===== config.mk =====
export PLATFORM = sky130hd
export DESIGN_NAME = line_err_ctr_bank
export DESIGN_NICKNAME = d
export VERILOG_FILES = /design/src/rtl/lec_pkg.sv /design/src/rtl/lec_err_counter.sv /design/src/rtl/lec_irq_status.sv /design/src/rtl/line_err_ctr_bank.sv
export SDC_FILE = /design/constraint.sdc
export NUM_CORES = 1
export LEC_CHECK = 0
export ABC_AREA = 1
export BUFFER_PORTS_ARGS = -buffer_cell sky130_fd_sc_hd__buf_2
export CAP_MARGIN = 20
export CELL_PAD_IN_SITES_DETAIL_PLACEMENT = 0
export CELL_PAD_IN_SITES_GLOBAL_PLACEMENT = 1
export CORE_UTILIZATION = 36
export CTS_BUF_LIST = sky130_fd_sc_hd__clkbuf_4 sky130_fd_sc_hd__clkbuf_8
export DETAILED_ROUTE_END_ITERATION = 6
export PLACE_DENSITY = 0.68
export SYNTH_ARGS = -nofsm -noshare
export SYNTH_HDL_FRONTEND = slang
export SYNTH_HIERARCHICAL = 1
export SYNTH_SLANG_ARGS = --single-unit

===== constraint.sdc =====
create_clock -name clk -period 1.8 [get_ports clk]
set_clock_uncertainty 0.15 [all_clocks]
set_input_delay 0 -clock clk [delete_from_list [all_inputs] [get_ports clk]]
set_output_delay 0 -clock clk [all_outputs]
set_load 0.05 [all_outputs]

===== src/rtl/lec_pkg.sv =====
package lec_pkg;
    localparam int ADDR_W    = 3;
    localparam int NUM_CTR   = 3;
    localparam int BLK_W     = 10;
    localparam int VIOL_W    = 16;
    localparam int CTR_MAXW  = 16;
    localparam int NUM_STAT  = 2 * NUM_CTR;

    localparam logic [ADDR_W-1:0] ADDR_STATUS = 3'd6;
    localparam logic [ADDR_W-1:0] ADDR_MASK   = 3'd7;

    typedef enum logic [1:0] {
        CTR_EBIT = 2'd0,
        CTR_VIOL = 2'd1,
        CTR_CRC  = 2'd2
    } ctr_id_e;

    function automatic int ctr_width(input int idx);
        return (idx == int'(CTR_VIOL)) ? VIOL_W : BLK_W;
    endfunction
endpackage


===== src/rtl/lec_err_counter.sv =====
module lec_err_counter #(
    parameter int WIDTH = 10
) (
    input  logic             clk,
    input  logic             rst_n,
    input  logic             err_i,
    input  logic             lo_wr_i,
    input  logic             hi_wr_i,
    input  logic [7:0]       wdata_i,
    output logic [WIDTH-1:0] cnt_o,
    output logic             tog_o,
    output logic             wrap_o
);
    localparam int HI_W = WIDTH - 8;
    localparam logic [WIDTH-1:0] ONE      = WIDTH'(1);
    localparam logic [WIDTH-1:0] ALL_ONES = '1;

    typedef struct packed {
        logic [WIDTH-1:0] cnt;
        logic [7:0]       stage;
    } ctr_state_t;

    ctr_state_t st_d, st_q;
    logic tog_d, wrap_d;

    always_comb begin
        st_d   = st_q;
        tog_d  = 1'b0;
        wrap_d = 1'b0;
        if (lo_wr_i) begin
            st_d.stage = wdata_i;
        end
        if (hi_wr_i) begin
            st_d.cnt = {wdata_i[HI_W-1:0], st_q.stage};
        end else if (err_i) begin
            st_d.cnt = st_q.cnt + ONE;
            tog_d    = 1'b1;
            wrap_d   = (st_q.cnt == ALL_ONES);
        end
    end

    always_ff @(posedge clk) begin
        if (!rst_n) begin
            st_q <= '0;
        end else begin
            st_q <= st_d;
        end
    end

    assign cnt_o  = st_q.cnt;
    assign tog_o  = tog_d;
    assign wrap_o = wrap_d;

    AST_STEP_ONE: assert property (@(posedge clk) disable iff (!rst_n)
        (err_i && !hi_wr_i) |=> (cnt_o == $past(cnt_o) + ONE));
    AST_STAGE_ONLY: assert property (@(posedge clk) disable iff (!rst_n)
        (lo_wr_i && !err_i) |=> $stable(cnt_o));
    AST_PRESET_WINS: assert property (@(posedge clk) disable iff (!rst_n)
        hi_wr_i |=> (cnt_o == {$past(wdata_i[HI_W-1:0]), $past(st_q.stage)}));
    AST_WRAP_ZERO: assert property (@(posedge clk) disable iff (!rst_n)
        wrap_o |=> (cnt_o == '0));
endmodule


===== src/rtl/lec_irq_status.sv =====
module lec_irq_status #(
    parameter int N_SRC = 6
) (
    input  logic             clk,
    input  logic             rst_n,
    input  logic [N_SRC-1:0] set_i,
    input  logic             clr_wr_i,
    input  logic             msk_wr_i,
    input  logic [7:0]       wdata_i,
    output logic [N_SRC-1:0] status_o,
    output logic [N_SRC-1:0] mask_o,
    output logic             irq_o
);
    typedef struct packed {
        logic [N_SRC-1:0] status;
        logic [N_SRC-1:0] mask;
    } irq_state_t;

    irq_state_t st_d, st_q;
    logic [N_SRC-1:0] clr_bits;

    always_comb begin
        st_d     = st_q;
        clr_bits = clr_wr_i ? wdata_i[N_SRC-1:0] : '0;
        st_d.status = (st_q.status & ~clr_bits) | set_i;
        if (msk_wr_i) begin
            st_d.mask = wdata_i[N_SRC-1:0];
        end
    end

    always_ff @(posedge clk) begin
        if (!rst_n) begin
            st_q <= '0;
        end else begin
            st_q <= st_d;
        end
    end

    assign status_o = st_q.status;
    assign mask_o   = st_q.mask;
    assign irq_o    = |(st_q.status & st_q.mask);

    AST_STICKY_STATUS: assert property (@(posedge clk) disable iff (!rst_n)
        !clr_wr_i |=> ((status_o & $past(status_o)) == $past(status_o)));
    AST_SET_WINS: assert property (@(posedge clk) disable iff (!rst_n)
        (set_i != '0) |=> ((status_o & $past(set_i)) == $past(set_i)));
    AST_IRQ_NEEDS_MASK: assert property (@(posedge clk) disable iff (!rst_n)
        (mask_o == '0) |-> !irq_o);
endmodule


===== src/rtl/line_err_ctr_bank.sv =====
module line_err_ctr_bank
    import lec_pkg::*;
(
    input  logic              clk,
    input  logic              rst_n,
    input  logic              ebit_err_i,
    input  logic              bpv_err_i,
    input  logic              crc_err_i,
    input  logic [ADDR_W-1:0] bus_addr_i,
    input  logic              bus_wr_i,
    input  logic [7:0]        bus_wdata_i,
    output logic [7:0]        bus_rdata_o,
    output logic              irq_o
);
    logic [NUM_CTR-1:0]  err_vec;
    logic [NUM_CTR-1:0]  lo_wr, hi_wr;
    logic [NUM_CTR-1:0]  tog_ev, wrap_ev;
    logic [CTR_MAXW-1:0] cnt_ext [NUM_CTR];
    logic [NUM_STAT-1:0] set_vec, status, mask;
    logic                clr_wr, msk_wr;

    assign err_vec = {crc_err_i, bpv_err_i, ebit_err_i};
    assign clr_wr  = bus_wr_i && (bus_addr_i == ADDR_STATUS);
    assign msk_wr  = bus_wr_i && (bus_addr_i == ADDR_MASK);

    for (genvar g = 0; g < NUM_CTR; g++) begin : g_ctr
        localparam int CW = ctr_width(g);
        localparam logic [ADDR_W-1:0] LO_ADDR = ADDR_W'(2 * g);
        localparam logic [ADDR_W-1:0] HI_ADDR = ADDR_W'(2 * g + 1);
        logic [CW-1:0] cnt;

        assign lo_wr[g] = bus_wr_i && (bus_addr_i == LO_ADDR);
        assign hi_wr[g] = bus_wr_i && (bus_addr_i == HI_ADDR);

        lec_err_counter #(.WIDTH(CW)) u_ctr (
            .clk     (clk),
            .rst_n   (rst_n),
            .err_i   (err_vec[g]),
            .lo_wr_i (lo_wr[g]),
            .hi_wr_i (hi_wr[g]),
            .wdata_i (bus_wdata_i),
            .cnt_o   (cnt),
            .tog_o   (tog_ev[g]),
            .wrap_o  (wrap_ev[g])
        );

        always_comb begin
            cnt_ext[g]         = '0;
            cnt_ext[g][CW-1:0] = cnt;
        end

        assign set_vec[2*g]   = tog_ev[g];
        assign set_vec[2*g+1] = wrap_ev[g];
    end

    lec_irq_status #(.N_SRC(NUM_STAT)) u_irq (
        .clk      (clk),
        .rst_n    (rst_n),
        .set_i    (set_vec),
        .clr_wr_i (clr_wr),
        .msk_wr_i (msk_wr),
        .wdata_i  (bus_wdata_i),
        .status_o (status),
        .mask_o   (mask),
        .irq_o    (irq_o)
    );

    always_comb begin
        bus_rdata_o = '0;
        if (bus_addr_i == ADDR_STATUS) begin
            bus_rdata_o[NUM_STAT-1:0] = status;
        end else if (bus_addr_i == ADDR_MASK) begin
            bus_rdata_o[NUM_STAT-1:0] = mask;
        end else begin
            for (int k = 0; k < NUM_CTR; k++) begin
                if (bus_addr_i[ADDR_W-1:1] == (ADDR_W-1)'(k)) begin
                    bus_rdata_o = bus_addr_i[0] ? cnt_ext[k][15:8] : cnt_ext[k][7:0];
                end
            end
        end
    end

    AST_ONE_CYCLE_COUNT: assert property (@(posedge clk) disable iff (!rst_n)
        (ebit_err_i && !hi_wr[0]) |=> status[0]);
    AST_PRESET_QUIET: assert property (@(posedge clk) disable iff (!rst_n)
        (hi_wr[1] && !clr_wr) |=> (status[2] == $past(status[2])));
endmodule


==> results.py <==
metrics = {
    "power_and_ir_drop": {
        "switching_share_pct": 28.6,
        "power_frac_seq_pct": 49.5,
        "internal_power_mw": 2.44,
        "p_comb_share_pct": 11.8,
        "p_total_mw": 3.42,
        "p_per_area_nw_per_um2": 710,
        "pwr-share-clk_pct": 38.7,
        "p_sw_mw": 0.977,
        "p_leak_nw": 2.04,
        "ir_drop_mv": 0.285,
    },
    "layout": {
        "synthToLayoutAreaGrowth_pct": 10.0,
        "layout-drive-gt1-share_pct": 15.2,
        "antennaDiodeCount": 0,
        "final_area_sq_um": 4820,
        "final_nets": 707,
        "instances_no_fill": 835,
    },
    "placement": {
        "dp_hpwl_um": 9100,
        "placed_cell_area_sq_um": 4440,
        "gp_congestion": 0.839,
        "io_buffers": 25,
        "dp_worst_setup_slack_ps": 43.0,
        "placed_cells": 805,
    },
    "routing": {
        "drt_iter0_drc": 321,
        "vias": 4144,
        "drtAntennaViolNets": 0,
        "dr.pass1.iters": 7,
        "wire_per_inst_um": 15.1,
        "drc": 4,
        "routed_wl_um": 12600,
        "viasPerCell": 4.96,
    },
    "yosys": {
        "syn_nets": 694,
        "synth_cell_type_count": 31,
        "netlist_top_cells_area": "dfxtp_1, nand2_1, nor2_1",
        "netlist_area_sq_um": 4380,
        "ys_warn_count": 6,
        "ys_top_cells_by_count": "nand2_1, nor2_1, dfxtp_1, inv_1, nand3_1",
        "ys_ff_latch": 72,
        "syn_inst": 674,
        "ys_seq_area_share_pct": 32.9,
        "async_flop_share_pct": 0,
        "synth_top_cell_by_area": "dfxtp_1",
        "synth_edf_count": 0,
        "syn_area_per_cell_sq_um": 6.50,
        "synth_ff_type": "dfxtp_1",
        "synth_most_common_cell": "nand2_1",
        "synth_top_area_share_pct": 32.9,
    },
    "floorplanning": {
        "dieArea_sq_um": 12600,
        "rows": 39,
        "start_util_pct": 37.7,
        "die-width_um": 112,
        "dieHeight_um": 112,
        "io_pins": 26,
        "coreArea_sq_um": 11600,
    },
    "setup_path": {
        "crit_path_start_kind": "flop",
        "path_cells": "or2_1 -> nand3_1 -> nand3_1 -> nand2_1 -> inv_1 -> buf_2",
        "reg2reg_depth": 7,
        "crit_start": "g_ctr[1].u_ctr/cnt_o[7]$_SDFFE_PN0P_",
        "critPathCapture": "bus_rdata_o[7]",
        "max_stage_delay_ps": 510,
        "crit_slowest_cell": "dfxtp_1",
        "crit_arrival_ps": 1540,
        "timing.rr.end": "u_irq/status_o[3]$_SDFF_PN0_",
        "path_max_fanout": 5,
        "r2r_setup_slack_ps": 210,
        "reg2reg_from": "g_ctr[1].u_ctr/cnt_o[1]$_SDFFE_PN0P_",
        "critPathCaptureType": "primary output",
        "critical_path.most_common_cell": "nand3_1",
        "required_ps": 1650,
        "crit_type": "reg2out",
    },
    "grt": {
        "grt_use_total_pct": 21.4,
        "grt_overflow": 0,
        "antenna_found_initial": 0,
        "grt_pass1_wl_um": 20600,
        "grt_max_degree": 27,
        "grt_pass1_vias": 3853,
    },
    "sta": {
        "setup_viol": 0,
        "fin_ws_ps": 110,
        "final.min_clock_period_ps": 1690,
        "hold_violations": 0,
        "finalSetupTns_ps": 0,
        "slew_headroom_pct": 64.3,
        "max_slew.worst_pin.slew_ps": 536,
        "rsz0062_at_grt": "false",
        "fin_crit_sh_pct": 93.9,
        "maxSlewViolCount": 0,
        "fmax_mhz": 592,
    },
    "cts": {
        "cts_sinks": 72,
        "insertion_delay_ps": 370,
        "clockBufferDepth": 2,
        "cts_root_buf": "clkbuf_8",
        "htreeDepth": 3,
        "cts_made_buffers": 9,
        "postCtsSetupBuffers": 0,
        "cts_tree": "done",
        "clk_pin_slew_ps": 80,
    },
    "run_status": {
        "violations": "design-rule violations",
        "status": "finished with violations",
    },
    "hold_path": {
        "hp-class": "in2reg",
        "holdCritStartpoint": "bus_addr_i[1]",
    },
    "run": {
        "maxCapViolCount": 0,
    },
}
## sequential cells by signal, summed over array words and instances (netlist names)
signal,count
g_ctr.u_ctr/cnt_o,36
g_ctr.u_ctr/st_q,24
u_irq/mask_o,6
u_irq/status_o,6
## kinds of logic (layout without fill, tap and decap cells)
logic type | after synthesis | after routing | share of synthesized area [%]
and+or+nand+nor | 354 | 354 | 34.5
buffers and inverters | 119 | 137 | 14.2
AOI/OAI and AO/OA | 117 | 117 | 15.7
DFF | 72 | 72 | 32.9
xor gates and xnor gates | 9 | 9 | 1.80
adders and majority gates | 3 | 3 | 0.857
## power groups by stage
stage	Sequential [mW]	Clock [mW]	Combinational [mW]
final	1.69	1.32	0.403
after floorplan	1.71	0	0.268
after detailed placement	1.73	0	0.374
after global placement	1.73	0	0.373
after global routing	1.70	1.44	0.445
after CTS	1.69	1.37	0.398
## metal layers
layer	vias to the layer above	share of wire (%)	GRT usage, %
li1	2165	-	-
met1	1874	51	29.8
met2	89	43	33.2
met3	16	4.5	3.35
met4	0	1.6	8.00
met5	-	0	0
## layout make-up
class	instances	area, sq um
clock buffers	10	138
multi-input cells	483	2340
flip-flops and latches	72	1440
clock inverters	6	58.8
inverters	69	272
fillers	1278	6800
repair buffers	52	380
well taps	143	179
## cell usage in the layout, fill, tap and decap left out, drive strengths merged, types with 12 or more instances in the layout
| cell | n |
|---|---|
| dfxtp | 72 |
| nand3 | 50 |
| inv | 67 |
| nand2 | 181 |
| a21oi | 40 |
| clkbuf | 12 |
| nor2 | 117 |
| o21ai | 43 |
| dlygate4sd3 | 14 |
| a22oi | 30 |
| buf | 36 |
## critical path: cells and delay by family (launching register included)
| family | cells | cell delay [ps] |
|---|---|---|
| buffers and inverters | 2 | 300 |
| and+or+nand+nor | 4 | 370 |
| DFF | 1 | 510 |
## how the worst min path moves through the flow
stage                                           endpoint  slack [ps]  cells after the start
finish               g_ctr[0].u_ctr/st_q[3]$_SDFFE_PN0P_          50                      5
global route        g_ctr[2].u_ctr/cnt_o[2]$_SDFFE_PN0P_          90                      5
CTS                  g_ctr[0].u_ctr/st_q[3]$_SDFFE_PN0P_          20                      5
detailed placement   g_ctr[2].u_ctr/st_q[6]$_SDFFE_PN0P_         210                      3
global placement     g_ctr[2].u_ctr/st_q[6]$_SDFFE_PN0P_         200                      3
floorplan           g_ctr[1].u_ctr/cnt_o[4]$_SDFFE_PN0P_         -20                      2
## per-stage QoR
stage / hold slack (ps) / util, %
2_1_floorplan: -20.9 / -
3_3_place_gp: 205 / 38.3
3_5_place_dp: 206 / 38.3
4_1_cts: 24.1 / 41.2
5_1_grt: 86.0 / 41.5
6_report: 52.4 / 41.5
## timing repair
action | 4_1_cts | 5_1_grt
hold buffers | 14 | 0
setup endpoints to repair | 0 | 7
resized for setup | 0 | 10
hold endpoints to repair | 64 | 0
No activity file was read; power rests on OpenSTA's default activity.
